--- src/rtl/eag_pkg.sv ---
package eag_pkg;

    localparam int ADDR_W_DEF  = 16;
    localparam int SHORT_W_DEF = 8;

    typedef enum logic [3:0] {
        M_REG     = 4'd0,
        M_IND     = 4'd1,
        M_DISP    = 4'd2,
        M_POSTINC = 4'd3,
        M_PREDEC  = 4'd4,
        M_ABS8    = 4'd5,
        M_ABS16   = 4'd6,
        M_IMM8    = 4'd7,
        M_IMM16   = 4'd8,
        M_PCREL   = 4'd9,
        M_MEMIND  = 4'd10,
        M_RSV11   = 4'd11,
        M_RSV12   = 4'd12,
        M_RSV13   = 4'd13,
        M_RSV14   = 4'd14,
        M_RSV15   = 4'd15
    } mode_e;

    typedef enum logic {
        ST_IDLE  = 1'b0,
        ST_FETCH = 1'b1
    } eag_state_e;

endpackage

--- src/rtl/eag_calc.sv ---
module eag_calc
    import eag_pkg::*;
#(
    parameter int ADDR_W  = ADDR_W_DEF,
    parameter int SHORT_W = SHORT_W_DEF
) (
    input  mode_e               mode,
    input  logic                word,
    input  logic [ADDR_W-1:0]   reg_val,
    input  logic [ADDR_W-1:0]   ext_long,
    input  logic [SHORT_W-1:0]  ext_short,
    input  logic [ADDR_W-1:0]   next_pc,
    output logic [ADDR_W-1:0]   addr,
    output logic [ADDR_W-1:0]   opnd,
    output logic [ADDR_W-1:0]   wb,
    output logic                is_mem,
    output logic                has_opnd,
    output logic                has_wb,
    output logic                indirect
);

    localparam int HI_W = ADDR_W - SHORT_W;

    logic [ADDR_W-1:0] step;
    logic [ADDR_W-1:0] short_sext;
    logic [ADDR_W-1:0] short_zext;
    logic [ADDR_W-1:0] short_page;
    logic [ADDR_W-1:0] reg_narrow;

    always_comb begin
        step       = word ? ADDR_W'(2) : ADDR_W'(1);
        short_sext = {{HI_W{ext_short[SHORT_W-1]}}, ext_short};
        short_zext = {{HI_W{1'b0}}, ext_short};
        short_page = {{HI_W{1'b1}}, ext_short};
        reg_narrow = word ? reg_val : {{HI_W{1'b0}}, reg_val[SHORT_W-1:0]};
    end

    always_comb begin
        addr     = '0;
        opnd     = '0;
        wb       = reg_val;
        is_mem   = 1'b1;
        has_opnd = 1'b0;
        has_wb   = 1'b0;
        indirect = 1'b0;
        case (mode)
            M_REG: begin
                is_mem   = 1'b0;
                has_opnd = 1'b1;
                opnd     = reg_narrow;
            end
            M_IND:   addr = reg_val;
            M_DISP:  addr = reg_val + ext_long;
            M_POSTINC: begin
                addr   = reg_val;
                wb     = reg_val + step;
                has_wb = 1'b1;
            end
            M_PREDEC: begin
                addr   = reg_val - step;
                wb     = reg_val - step;
                has_wb = 1'b1;
            end
            M_ABS8:  addr = short_page;
            M_ABS16: addr = ext_long;
            M_IMM8: begin
                is_mem   = 1'b0;
                has_opnd = 1'b1;
                opnd     = short_zext;
            end
            M_IMM16: begin
                is_mem   = 1'b0;
                has_opnd = 1'b1;
                opnd     = ext_long;
            end
            M_PCREL: addr = next_pc + short_sext;
            M_MEMIND: begin
                addr     = short_zext;
                indirect = 1'b1;
            end
            default: begin
                is_mem   = 1'b0;
                has_opnd = 1'b1;
                opnd     = reg_narrow;
            end
        endcase
    end

    // an operand path and a memory address are never offered together
    always_comb begin
        a_r8_calc_exclusive: assert (!(has_opnd && is_mem));
    end

endmodule

--- src/rtl/eag_fsm.sv ---
module eag_fsm
    import eag_pkg::*;
#(
    parameter int ADDR_W = ADDR_W_DEF
) (
    input  logic               clk,
    input  logic               rst_n,
    input  logic               start,
    input  logic               word,
    input  logic [ADDR_W-1:0]  addr,
    input  logic [ADDR_W-1:0]  opnd,
    input  logic [ADDR_W-1:0]  wb,
    input  logic               is_mem,
    input  logic               has_opnd,
    input  logic               has_wb,
    input  logic               indirect,
    input  logic               rd_ack,
    input  logic [ADDR_W-1:0]  rd_data,
    output logic               busy,
    output logic               done_q,
    output logic               ea_v_q,
    output logic [ADDR_W-1:0]  ea_q,
    output logic               op_v_q,
    output logic [ADDR_W-1:0]  op_q,
    output logic               wb_en_q,
    output logic [ADDR_W-1:0]  wb_q,
    output logic               err_q,
    output logic               req_q,
    output logic [ADDR_W-1:0]  raddr_q
);

    eag_state_e state, state_n;
    logic       word_q;

    always_comb begin
        state_n = state;
        unique case (state)
            ST_IDLE:  if (start && indirect) state_n = ST_FETCH;
            ST_FETCH: if (rd_ack)            state_n = ST_IDLE;
        endcase
    end

    always_ff @(posedge clk or negedge rst_n) begin
        if (!rst_n) state <= ST_IDLE;
        else        state <= state_n;
    end

    assign busy = (state == ST_FETCH);

    always_ff @(posedge clk or negedge rst_n) begin
        if (!rst_n) begin
            done_q  <= 1'b0;
            ea_v_q  <= 1'b0;
            ea_q    <= '0;
            op_v_q  <= 1'b0;
            op_q    <= '0;
            wb_en_q <= 1'b0;
            wb_q    <= '0;
            err_q   <= 1'b0;
            req_q   <= 1'b0;
            raddr_q <= '0;
            word_q  <= 1'b0;
        end else begin
            done_q  <= 1'b0;
            ea_v_q  <= 1'b0;
            op_v_q  <= 1'b0;
            wb_en_q <= 1'b0;
            err_q   <= 1'b0;
            unique case (state)
                ST_IDLE: begin
                    if (start && indirect) begin
                        req_q   <= 1'b1;
                        raddr_q <= addr;
                        word_q  <= word;
                    end else if (start) begin
                        done_q  <= 1'b1;
                        ea_v_q  <= is_mem;
                        ea_q    <= addr;
                        op_v_q  <= has_opnd;
                        op_q    <= opnd;
                        wb_en_q <= has_wb;
                        wb_q    <= wb;
                        err_q   <= word && is_mem && addr[0];
                    end
                end
                ST_FETCH: begin
                    if (rd_ack) begin
                        req_q  <= 1'b0;
                        done_q <= 1'b1;
                        ea_v_q <= 1'b1;
                        ea_q   <= rd_data;
                        err_q  <= word_q && rd_data[0];
                    end
                end
            endcase
        end
    end

    // single-cycle modes complete on the next edge
    a_r2_single_cycle: assert property (@(posedge clk) disable iff (!rst_n)
        (state == ST_IDLE && start && !indirect) |=> done_q);

    // request and address hold until acknowledged
    a_r9_hold_req: assert property (@(posedge clk) disable iff (!rst_n)
        (req_q && !rd_ack) |=> (req_q && $stable(raddr_q)));

    // the returned pointer becomes the address
    a_r9_ea_from_ack: assert property (@(posedge clk) disable iff (!rst_n)
        (req_q && rd_ack) |=> (ea_v_q && !req_q && ea_q == $past(rd_data)));

    // alignment error only with an odd valid address
    a_r10_err_odd: assert property (@(posedge clk) disable iff (!rst_n)
        err_q |-> (ea_v_q && ea_q[0]));

    // address and operand strobes are exclusive
    a_r8_no_overlap: assert property (@(posedge clk) disable iff (!rst_n)
        !(ea_v_q && op_v_q));

    // no completion while a fetch is pending without acknowledge
    a_r11_no_start_busy: assert property (@(posedge clk) disable iff (!rst_n)
        (busy && !rd_ack) |=> !done_q);

    // writeback only accompanies an address
    a_r5_wb_with_ea: assert property (@(posedge clk) disable iff (!rst_n)
        wb_en_q |-> ea_v_q);

endmodule

--- src/rtl/eag_top.sv ---
module eag_top
    import eag_pkg::*;
#(
    parameter int ADDR_W  = ADDR_W_DEF,
    parameter int SHORT_W = SHORT_W_DEF
) (
    input  logic               clk,
    input  logic               rst_n,
    input  logic               start,
    input  logic [3:0]         mode,
    input  logic               word,
    input  logic [ADDR_W-1:0]  reg_val,
    input  logic [ADDR_W-1:0]  ext_long,
    input  logic [SHORT_W-1:0] ext_short,
    input  logic [ADDR_W-1:0]  next_pc,
    input  logic               rd_ack,
    input  logic [ADDR_W-1:0]  rd_data,
    output logic               busy,
    output logic               done,
    output logic               ea_valid,
    output logic [ADDR_W-1:0]  ea,
    output logic               opnd_valid,
    output logic [ADDR_W-1:0]  opnd,
    output logic               wb_en,
    output logic [ADDR_W-1:0]  wb_val,
    output logic               align_err,
    output logic               rd_req,
    output logic [ADDR_W-1:0]  rd_addr
);

    mode_e             mode_t;
    logic [ADDR_W-1:0] c_addr;
    logic [ADDR_W-1:0] c_opnd;
    logic [ADDR_W-1:0] c_wb;
    logic              c_mem;
    logic              c_has_opnd;
    logic              c_has_wb;
    logic              c_indirect;

    assign mode_t = mode_e'(mode);

    eag_calc #(
        .ADDR_W  (ADDR_W),
        .SHORT_W (SHORT_W)
    ) u_calc (
        .mode      (mode_t),
        .word      (word),
        .reg_val   (reg_val),
        .ext_long  (ext_long),
        .ext_short (ext_short),
        .next_pc   (next_pc),
        .addr      (c_addr),
        .opnd      (c_opnd),
        .wb        (c_wb),
        .is_mem    (c_mem),
        .has_opnd  (c_has_opnd),
        .has_wb    (c_has_wb),
        .indirect  (c_indirect)
    );

    eag_fsm #(
        .ADDR_W (ADDR_W)
    ) u_fsm (
        .clk      (clk),
        .rst_n    (rst_n),
        .start    (start),
        .word     (word),
        .addr     (c_addr),
        .opnd     (c_opnd),
        .wb       (c_wb),
        .is_mem   (c_mem),
        .has_opnd (c_has_opnd),
        .has_wb   (c_has_wb),
        .indirect (c_indirect),
        .rd_ack   (rd_ack),
        .rd_data  (rd_data),
        .busy     (busy),
        .done_q   (done),
        .ea_v_q   (ea_valid),
        .ea_q     (ea),
        .op_v_q   (opnd_valid),
        .op_q     (opnd),
        .wb_en_q  (wb_en),
        .wb_q     (wb_val),
        .err_q    (align_err),
        .req_q    (rd_req),
        .raddr_q  (rd_addr)
    );

endmodule

--- config.mk ---
export PLATFORM = sky130hd
export DESIGN_NAME = eag_top
export DESIGN_NICKNAME = d
export VERILOG_FILES = /design/src/rtl/eag_pkg.sv /design/src/rtl/eag_calc.sv /design/src/rtl/eag_fsm.sv /design/src/rtl/eag_top.sv
export SDC_FILE = /design/constraint.sdc
export NUM_CORES = 1
export LEC_CHECK = 0
export CORE_MARGIN = 10
export CORE_UTILIZATION = 60
export CTS_BUF_LIST = sky130_fd_sc_hd__clkbuf_8 sky130_fd_sc_hd__clkbuf_16
export DETAILED_ROUTE_END_ITERATION = 8
export DONT_BUFFER_PORTS = 1
export MAX_ROUTING_LAYER = met4
export PLACE_DENSITY = 0.88
export SYNTH_ARGS = -nofsm -noshare
export SYNTH_HDL_FRONTEND = slang
export SYNTH_SLANG_ARGS = --single-unit
export TNS_END_PERCENT = 10
--- constraint.sdc ---
create_clock -name clk -period 1.8 [get_ports clk]
set_input_delay 0.36 -clock clk [delete_from_list [all_inputs] [get_ports clk]]
set_output_delay 0.36 -clock clk [all_outputs]
set_load 0.05 [all_outputs]
==> flow_metrics.py, run 1 <==
metrics = {
    "place": {
        "gp_congestion": 0.993,
        "dpl_cell_area_um2": 6850,
        "io_buffers": 0,
        "place_ws_ns": -1.18,
        "detailed_place_hpwl_mm": 17.5,
        "dp_cells": 931,
    },
    "setup_path": {
        "r2r_start": "u_fsm.busy$_DFF_PN0_",
        "reg2reg_slack_ns": 0.05,
        "cp_slowest_stage_delay_ns": 0.51,
        "endpoint_kind": "flip-flop",
        "rr_worst_depth": 5,
        "crit_required_ns": 2.07,
        "cp_cell_sequence": "clkinvlp_4 > ha_4 > nor2b_4 > or4_4 > or3_4 > or4_4 > a21oi_4 > a221oi_2 > o221ai_1",
        "slowest_stage": "or4_4",
        "path_max_fanout": 5,
        "cp-startpoint": "word",
        "worstSetupPathType": "primary input to flip-flop",
        "critPathLaunchType": "primary input",
        "critical_path.endpoint": "u_fsm.ea_q[15]$_DFFE_PN0P_",
        "reg2reg_to": "u_fsm.ea_q[11]$_DFFE_PN0P_",
        "path_common_cell": "or4_4",
        "crit_arrival_ns": 2.55,
    },
    "die": {
        "die_y_um": 118,
        "die_area_um2": 13900,
        "initial_core_util_pct": 61.7,
        "io_pins": 152,
        "die-width_um": 118,
        "fp-row-count": 35,
        "core_um2": 9280,
    },
    "run": {
        "cap_violations": 0,
    },
    "clocking": {
        "clk_pin_slew_ns": 0.10,
        "htree_levels": 3,
        "ctsLongestPathBuffers": 2,
        "cts_root_buffer": "clkbuf_8",
        "insertion_delay_ns": 0.36,
        "cts_tree": "yes",
        "clock-sinks": 72,
        "numCtsBuffers": 9,
    },
    "synthesis": {
        "synth-seq-cells": 72,
        "synth_ff_type": "dfrtp_1",
        "netlist_area_um2": 5730,
        "synth_seq_area_share_pct": 31.5,
        "avgSynthCellArea_um2": 8.15,
        "yosysTopAreaCellShare_pct": 31.5,
        "syn_inst": 703,
        "synth_cell_types": 61,
        "ys_warn_count": 0,
        "synth.area.top_cells": "dfrtp_1, ha_1, o21ai_0",
        "syn_nets": 823,
        "synth_top_area_cell": "dfrtp_1",
        "synth_edf_count": 0,
        "async_flop_share_pct": 100,
    },
    "timing": {
        "worst_pin_slew_ns": 0.698,
        "worst_hold_slack_ns": -0.319,
        "hold_viol": 72,
        "final_max_slew_viol_count": 0,
        "period_share_pct": 127,
        "finalSetupViolations": 27,
        "relSlewSlack_pct": 53.2,
        "tns_ns": -7.03,
        "max_freq_mhz": 439,
        "grt_setup_unrepaired": "true",
        "fin_skew_ns": 0.00983,
        "layout_min_cycle_time_ns": 2.28,
        "setup_slack_ns": -0.479,
    },
    "route": {
        "dr.pass1.iters": 5,
        "num_vias": 6338,
        "drc": 0,
        "wl_per_cell_um": 23.7,
        "drt_iter0_drc": 753,
        "finalWirelength_mm": 22.6,
        "vias_per_cell": 6.64,
        "final_antenna_net_count": 0,
    },
    "grt": {
        "grt_pass1_vias": 6332,
        "grt_max_degree": 73,
        "grt_usage_pct": 31.8,
        "grt-ovfl-total": 0,
        "grt_first_pass_wirelength_mm": 35.1,
        "antenna_found_initial": 3,
    },
    "run_status": {
        "violations": "hold timing, setup timing",
        "status": "complete, but fails checks",
    },
    "power_and_ir_drop": {
        "p_leak_uw": 0.00328,
        "powerDensity_nw_per_um2": 794,
        "vdd_ir_drop_max_mv": 0.481,
    },
    "layout": {
        "final_nets": 937,
        "area.growth.synth_to_final_pct": 28.9,
        "stdcell_count": 954,
        "mostFrequentLayoutCell": "buf_4",
        "n_fill_cell": 681,
        "final_cell_mix": "buf_4, dfrtp_1, nor2_1, nand2_1, o21ai_0",
        "final_area_um2": 7380,
        "drive_gt1_share_pct": 26.4,
    },
    "min_path": {
        "hp-class": "primary input to asynchronous set/reset pin",
    },
}
==> cell type report <==
type,count,area [µm²],area share [%]
repair buffers,146,1110,15.1
inverters,22,86.3,1.17
flip-flops and latches,72,1800,24.4
diodes,3,7.51,0.102
well taps,129,161,2.19
clock inverters,7,93.8,1.27
clock buffers,9,124,1.68
multi-input cells,566,3990,54.1
==> worst max-delay path, delay by kind of cell <==
| kind | cells | cell delay, ns |
|---|---|---|
| buf+inv | 1 | 0.12 |
| compound gates | 3 | 0.38 |
| fa+ha+maj | 1 | 0.24 |
| simple gates | 4 | 1.44 |
==> flip-flops by register name, summed over array words and instances (netlist names) <==
name / cells
u_fsm.raddr_q: 16
u_fsm.err_q: 1
u_fsm.req_q: 1
u_fsm.ea_v_q: 1
u_fsm.busy: 1
u_fsm.done_q: 1
u_fsm.op_v_q: 1
u_fsm.word_q: 1
u_fsm.op_q: 16
u_fsm.ea_q: 16
u_fsm.wb_q: 16
u_fsm.wb_en_q: 1
==> cell families after synthesis <==
group	after synthesis	share of synthesized area, %
simple gates	243	20.8
xor+xnor	45	6.88
fa+ha+maj	39	9.05
flops	72	31.5
compound gates	233	26.3
buf+inv	65	4.46
mux	6	1.11
==> layer usage <==
| metal | track usage, % | vias up | wire (µm) |
|---|---|---|---|
| met5 | - | - | 0 |
| met4 | 14.8 | 0 | 1130 |
| met3 | 11.0 | 101 | 2670 |
| met2 | 49.5 | 414 | 10400 |
| met1 | 36.2 | 3006 | 8390 |
| li1 | - | 2817 | - |
==> worst min path at each step <==
stage,cells after the start,to
floorplan,0,u_fsm.busy$_DFF_PN0_
global route,0,u_fsm.ea_q[15]$_DFFE_PN0P_
CTS,0,u_fsm.op_q[4]$_DFFE_PN0P_
global placement,0,u_fsm.wb_en_q$_DFF_PN0_
detailed placement,0,u_fsm.wb_en_q$_DFF_PN0_
finish,0,u_fsm.op_q[3]$_DFFE_PN0P_
==> where the power goes <==
group	switching (µW)	leakage, µW	internal [µW]
Sequential	928	0.000905	1820
Clock	725	0.000106	782
Combinational	850	0.00227	753
==> cell usage after synthesis (all sizes together), types with 5 or more instances <==
cell type  number
xor2           21
a211oi          8
o21ai          68
nor3           10
and3            5
a2111oi         7
nand2b         13
buf             5
a31oi          11
nand3          13
dfrtp          72
clkbuf         38
nor2           70
a222oi         13
nor2b          13
ha             35
a21oi          57
nand2          69
a221oi         13
inv            22
a22oi          10
a21o           13
xnor2          24
and2           10
nand4           6
nor4            5
o22ai           6
or3            13
==> stage by stage <==
stage                     power (µW)  util [%]
after floorplan                 3630         -
final                           5860      79.5
after CTS                       5790      78.2
after global routing            6090      79.5
after detailed placement        4260      73.8
after global placement          4200      73.8
==> timing repair <==
item | CTS | global route
endpoints found under the setup margin | 29 | 37
resized for setup | 40 | 19
hold endpoints to repair | 72 | 72
pin swaps | 17 | 7
buffers inserted | 3 | 1
No activity file was read; power rests on OpenSTA's default activity.
==> run 2: changes to the inputs <==
--- a/config.mk
+++ b/config.mk
@@ -5,6 +5,7 @@
 export SDC_FILE = /design/constraint.sdc
 export NUM_CORES = 1
 export LEC_CHECK = 0
+export ABC_AREA = 1
 export CORE_MARGIN = 10
 export CORE_UTILIZATION = 60
 export CTS_BUF_LIST = sky130_fd_sc_hd__clkbuf_8 sky130_fd_sc_hd__clkbuf_16
==> run 2 against run 1 <==
The run ends with hold timing left. Hold slack got worse by 0.012 ns. Sequential share of layout area increased by 0.42 points. Non-clock buffer count decreased by 88. Via count increased by 14%. Register-to-register slack improved by 0.09 ns.
==> flow_metrics.py, run 2 <==
metrics = {
    "timing": {
        "final_max_slew_viol_count": 0,
        "max_freq_mhz": 600,
        "grt_setup_unrepaired": "false",
        "finalSetupViolations": 0,
        "worst_hold_slack_ns": -0.332,
        "period_share_pct": 92.6,
        "relSlewSlack_pct": 63.5,
        "worst_pin_slew_ns": 0.548,
        "hold_viol": 72,
        "fin_skew_ns": 0.0144,
        "layout_min_cycle_time_ns": 1.67,
    },
    "setup_path": {
        "r2r_start": "u_fsm.busy$_DFF_PN0_",
        "critPathLaunchType": "primary input",
        "endpoint_kind": "flip-flop",
        "slowest_stage": "nor2_1",
        "path_max_fanout": 13,
        "cp_cell_sequence": "inv_8 > ha_1 > nor2_1 > nand2_1 > nor2_1 > a21oi_1 > a21oi_1 > nand3_1 > nor2_1 > o21ai_1",
        "crit_required_ns": 2.06,
        "cp_slowest_stage_delay_ns": 0.27,
        "path_common_cell": "nor2_1",
        "worstSetupPathType": "primary input to flip-flop",
        "crit_arrival_ns": 1.92,
        "cp-startpoint": "word",
    },
    "clocking": {
        "cts_root_buffer": "clkbuf_8",
        "insertion_delay_ns": 0.38,
        "clock-sinks": 72,
        "ctsLongestPathBuffers": 2,
        "numCtsBuffers": 9,
        "cts_tree": "yes",
        "htree_levels": 3,
        "cts_setup_buffers": 0,
        "clk_pin_slew_ns": 0.10,
    },
    "die": {
        "core_um2": 10700,
        "die-width_um": 124,
        "io_pins": 152,
        "die_y_um": 124,
        "initial_core_util_pct": 60.8,
        "die_area_um2": 15500,
        "fp-row-count": 38,
    },
    "power_and_ir_drop": {
        "p_leak_uw": 0.00385,
        "vdd_ir_drop_max_mv": 0.549,
        "powerDensity_nw_per_um2": 770,
        "p_int_uw": 3030,
        "pwr-share-comb_pct": 25.2,
        "p_switching_uw": 2560,
        "power_frac_seq_pct": 50.1,
        "swShare_pct": 45.8,
        "clkPwrFrac_pct": 24.7,
    },
    "place": {
        "dpl_cell_area_um2": 7060,
        "gp_congestion": 0.988,
        "detailed_place_hpwl_mm": 17.3,
        "dp_cells": 1203,
        "io_buffers": 0,
    },
    "layout": {
        "final_nets": 1194,
        "stdcell_count": 1219,
        "area.growth.synth_to_final_pct": 11.0,
        "utilization_pct": 67.5,
        "n_antenna_cell": 0,
        "n_fill_cell": 955,
        "drive_gt1_share_pct": 12.0,
        "mostFrequentLayoutCell": "nand2_1",
        "final_area_um2": 7260,
        "final_cell_mix": "nand2_1, inv_1, nor2_1",
    },
    "synthesis": {
        "synth_top_area_cell": "dfrtp_1",
        "synth_ff_type": "dfrtp_1",
        "syn_inst": 1036,
        "netlist_area_um2": 6540,
        "avgSynthCellArea_um2": 6.31,
        "yosysTopAreaCellShare_pct": 27.6,
        "ys_warn_count": 0,
        "synth_seq_area_share_pct": 27.6,
        "yosysMostFrequentCell": "nand2_1",
        "async_flop_share_pct": 100,
        "synth-seq-cells": 72,
        "synth_cell_types": 48,
        "ys_top_cells_by_count": "nand2_1, inv_1, nor2_1",
        "syn_nets": 1156,
        "synth.area.top_cells": "dfrtp_1, nand2_1, inv_1",
        "synth_edf_count": 0,
    },
    "run_status": {
        "violations": "hold timing",
        "status": "complete, but fails checks",
    },
    "route": {
        "dr.pass1.iters": 7,
        "vias_per_cell": 5.93,
        "finalWirelength_mm": 22.3,
        "drc": 0,
        "drt_iter0_drc": 897,
        "wl_per_cell_um": 18.3,
        "num_vias": 7232,
        "final_antenna_net_count": 0,
    },
    "grt": {
        "grt-ovfl-total": 0,
        "antenna_found_initial": 0,
        "grt_first_pass_wirelength_mm": 35.5,
        "grt_pass1_vias": 6789,
        "grt_max_degree": 73,
        "grt_usage_pct": 28.2,
    },
    "min_path": {
        "hp-class": "primary input to asynchronous set/reset pin",
    },
    "run": {
        "cap_violations": 0,
    },
}
-- run 2: layout make-up --
class,instances,area [µm²],share of cell area [%]
inverters,143,547,7.53
repair buffers,58,460,6.34
well taps,140,175,2.41
multi-input cells,790,4080,56.2
clock inverters,7,72.6,1.00
flip-flops and latches,72,1800,24.8
clock buffers,9,124,1.71
-- run 2: per-stage QoR --
| stage | hold WS [ns] | setup TNS [ns] | total power (µW) | worst slack (ns) |
|---|---|---|---|---|
| 2_1_floorplan | 0.0644 | -0.154 | 3800 | -0.0565 |
| 3_3_place_gp | 0.0669 | -1.43 | 4170 | -0.177 |
| 3_5_place_dp | 0.0665 | -2.39 | 4220 | -0.218 |
| 4_1_cts | -0.338 | 0 | 5580 | 0.148 |
| 5_1_grt | -0.340 | 0 | 5870 | 0.0111 |
| 6_report | -0.332 | 0 | 5590 | 0.133 |
-- run 2: critical path: cells and delay by family --
kind            cells  cell delay, ns
compound gates      3            0.47
fa+ha+maj           1            0.18
buf+inv             1            0.02
simple gates        5            0.88
-- run 2: what timing repair did --
action                                 4_1_cts  5_1_grt
endpoints found under the hold margin       72       72
setup endpoints to repair                    0        1
gates resized for setup                      0        1
-- run 2: power by group through the flow --
| stage | clock network [µW] | logic (µW) | registers [µW] |
|---|---|---|---|
| global placement | 0 | 1330 | 2840 |
| floorplan | 0 | 1030 | 2770 |
| global route | 1450 | 1590 | 2830 |
| CTS | 1390 | 1390 | 2810 |
| finish | 1380 | 1410 | 2800 |
| detailed placement | 0 | 1370 | 2840 |
-- run 2: metal layers --
| metal | global-route usage, % | wire (µm) | share of wire [%] | up-vias |
|---|---|---|---|---|
| met4 | 9.87 | 760 | 3.4 | 0 |
| met3 | 8.43 | 2620 | 12 | 79 |
| met1 | 33.4 | 8600 | 39 | 3308 |
| li1 | - | - | - | 3428 |
| met5 | - | 0 | 0 | - |
| met2 | 44.7 | 10300 | 46 | 417 |
-- run 2: logic make-up (layout without fill, tap and decap cells) --
family / after synthesis / count (layout) / synth area share [%]
xor+xnor: 7 / 7 / 0.938
fa+ha+maj: 39 / 39 / 7.93
flops: 72 / 72 / 27.6
compound gates: 148 / 148 / 13.3
simple gates: 596 / 596 / 39.3
buf+inv: 174 / 217 / 11.0
-- run 2: final timing paths --
path,slack [ns],endpoint,depth (start not counted)
max,0.13,u_fsm.ea_q[5]$_DFFE_PN0P_,10
min reg2reg,0.60,u_fsm.word_q$_DFFE_PN0P_,2
max in group asynchronous,2.00,u_fsm.op_q[10]$_DFFE_PN0P_,0
max reg2reg,0.14,u_fsm.wb_q[12]$_DFFE_PN0P_,8
min,-0.33,u_fsm.ea_q[12]$_DFFE_PN0P_,0
min in group clk,0.11,u_fsm.err_q$_DFF_PN0_,2
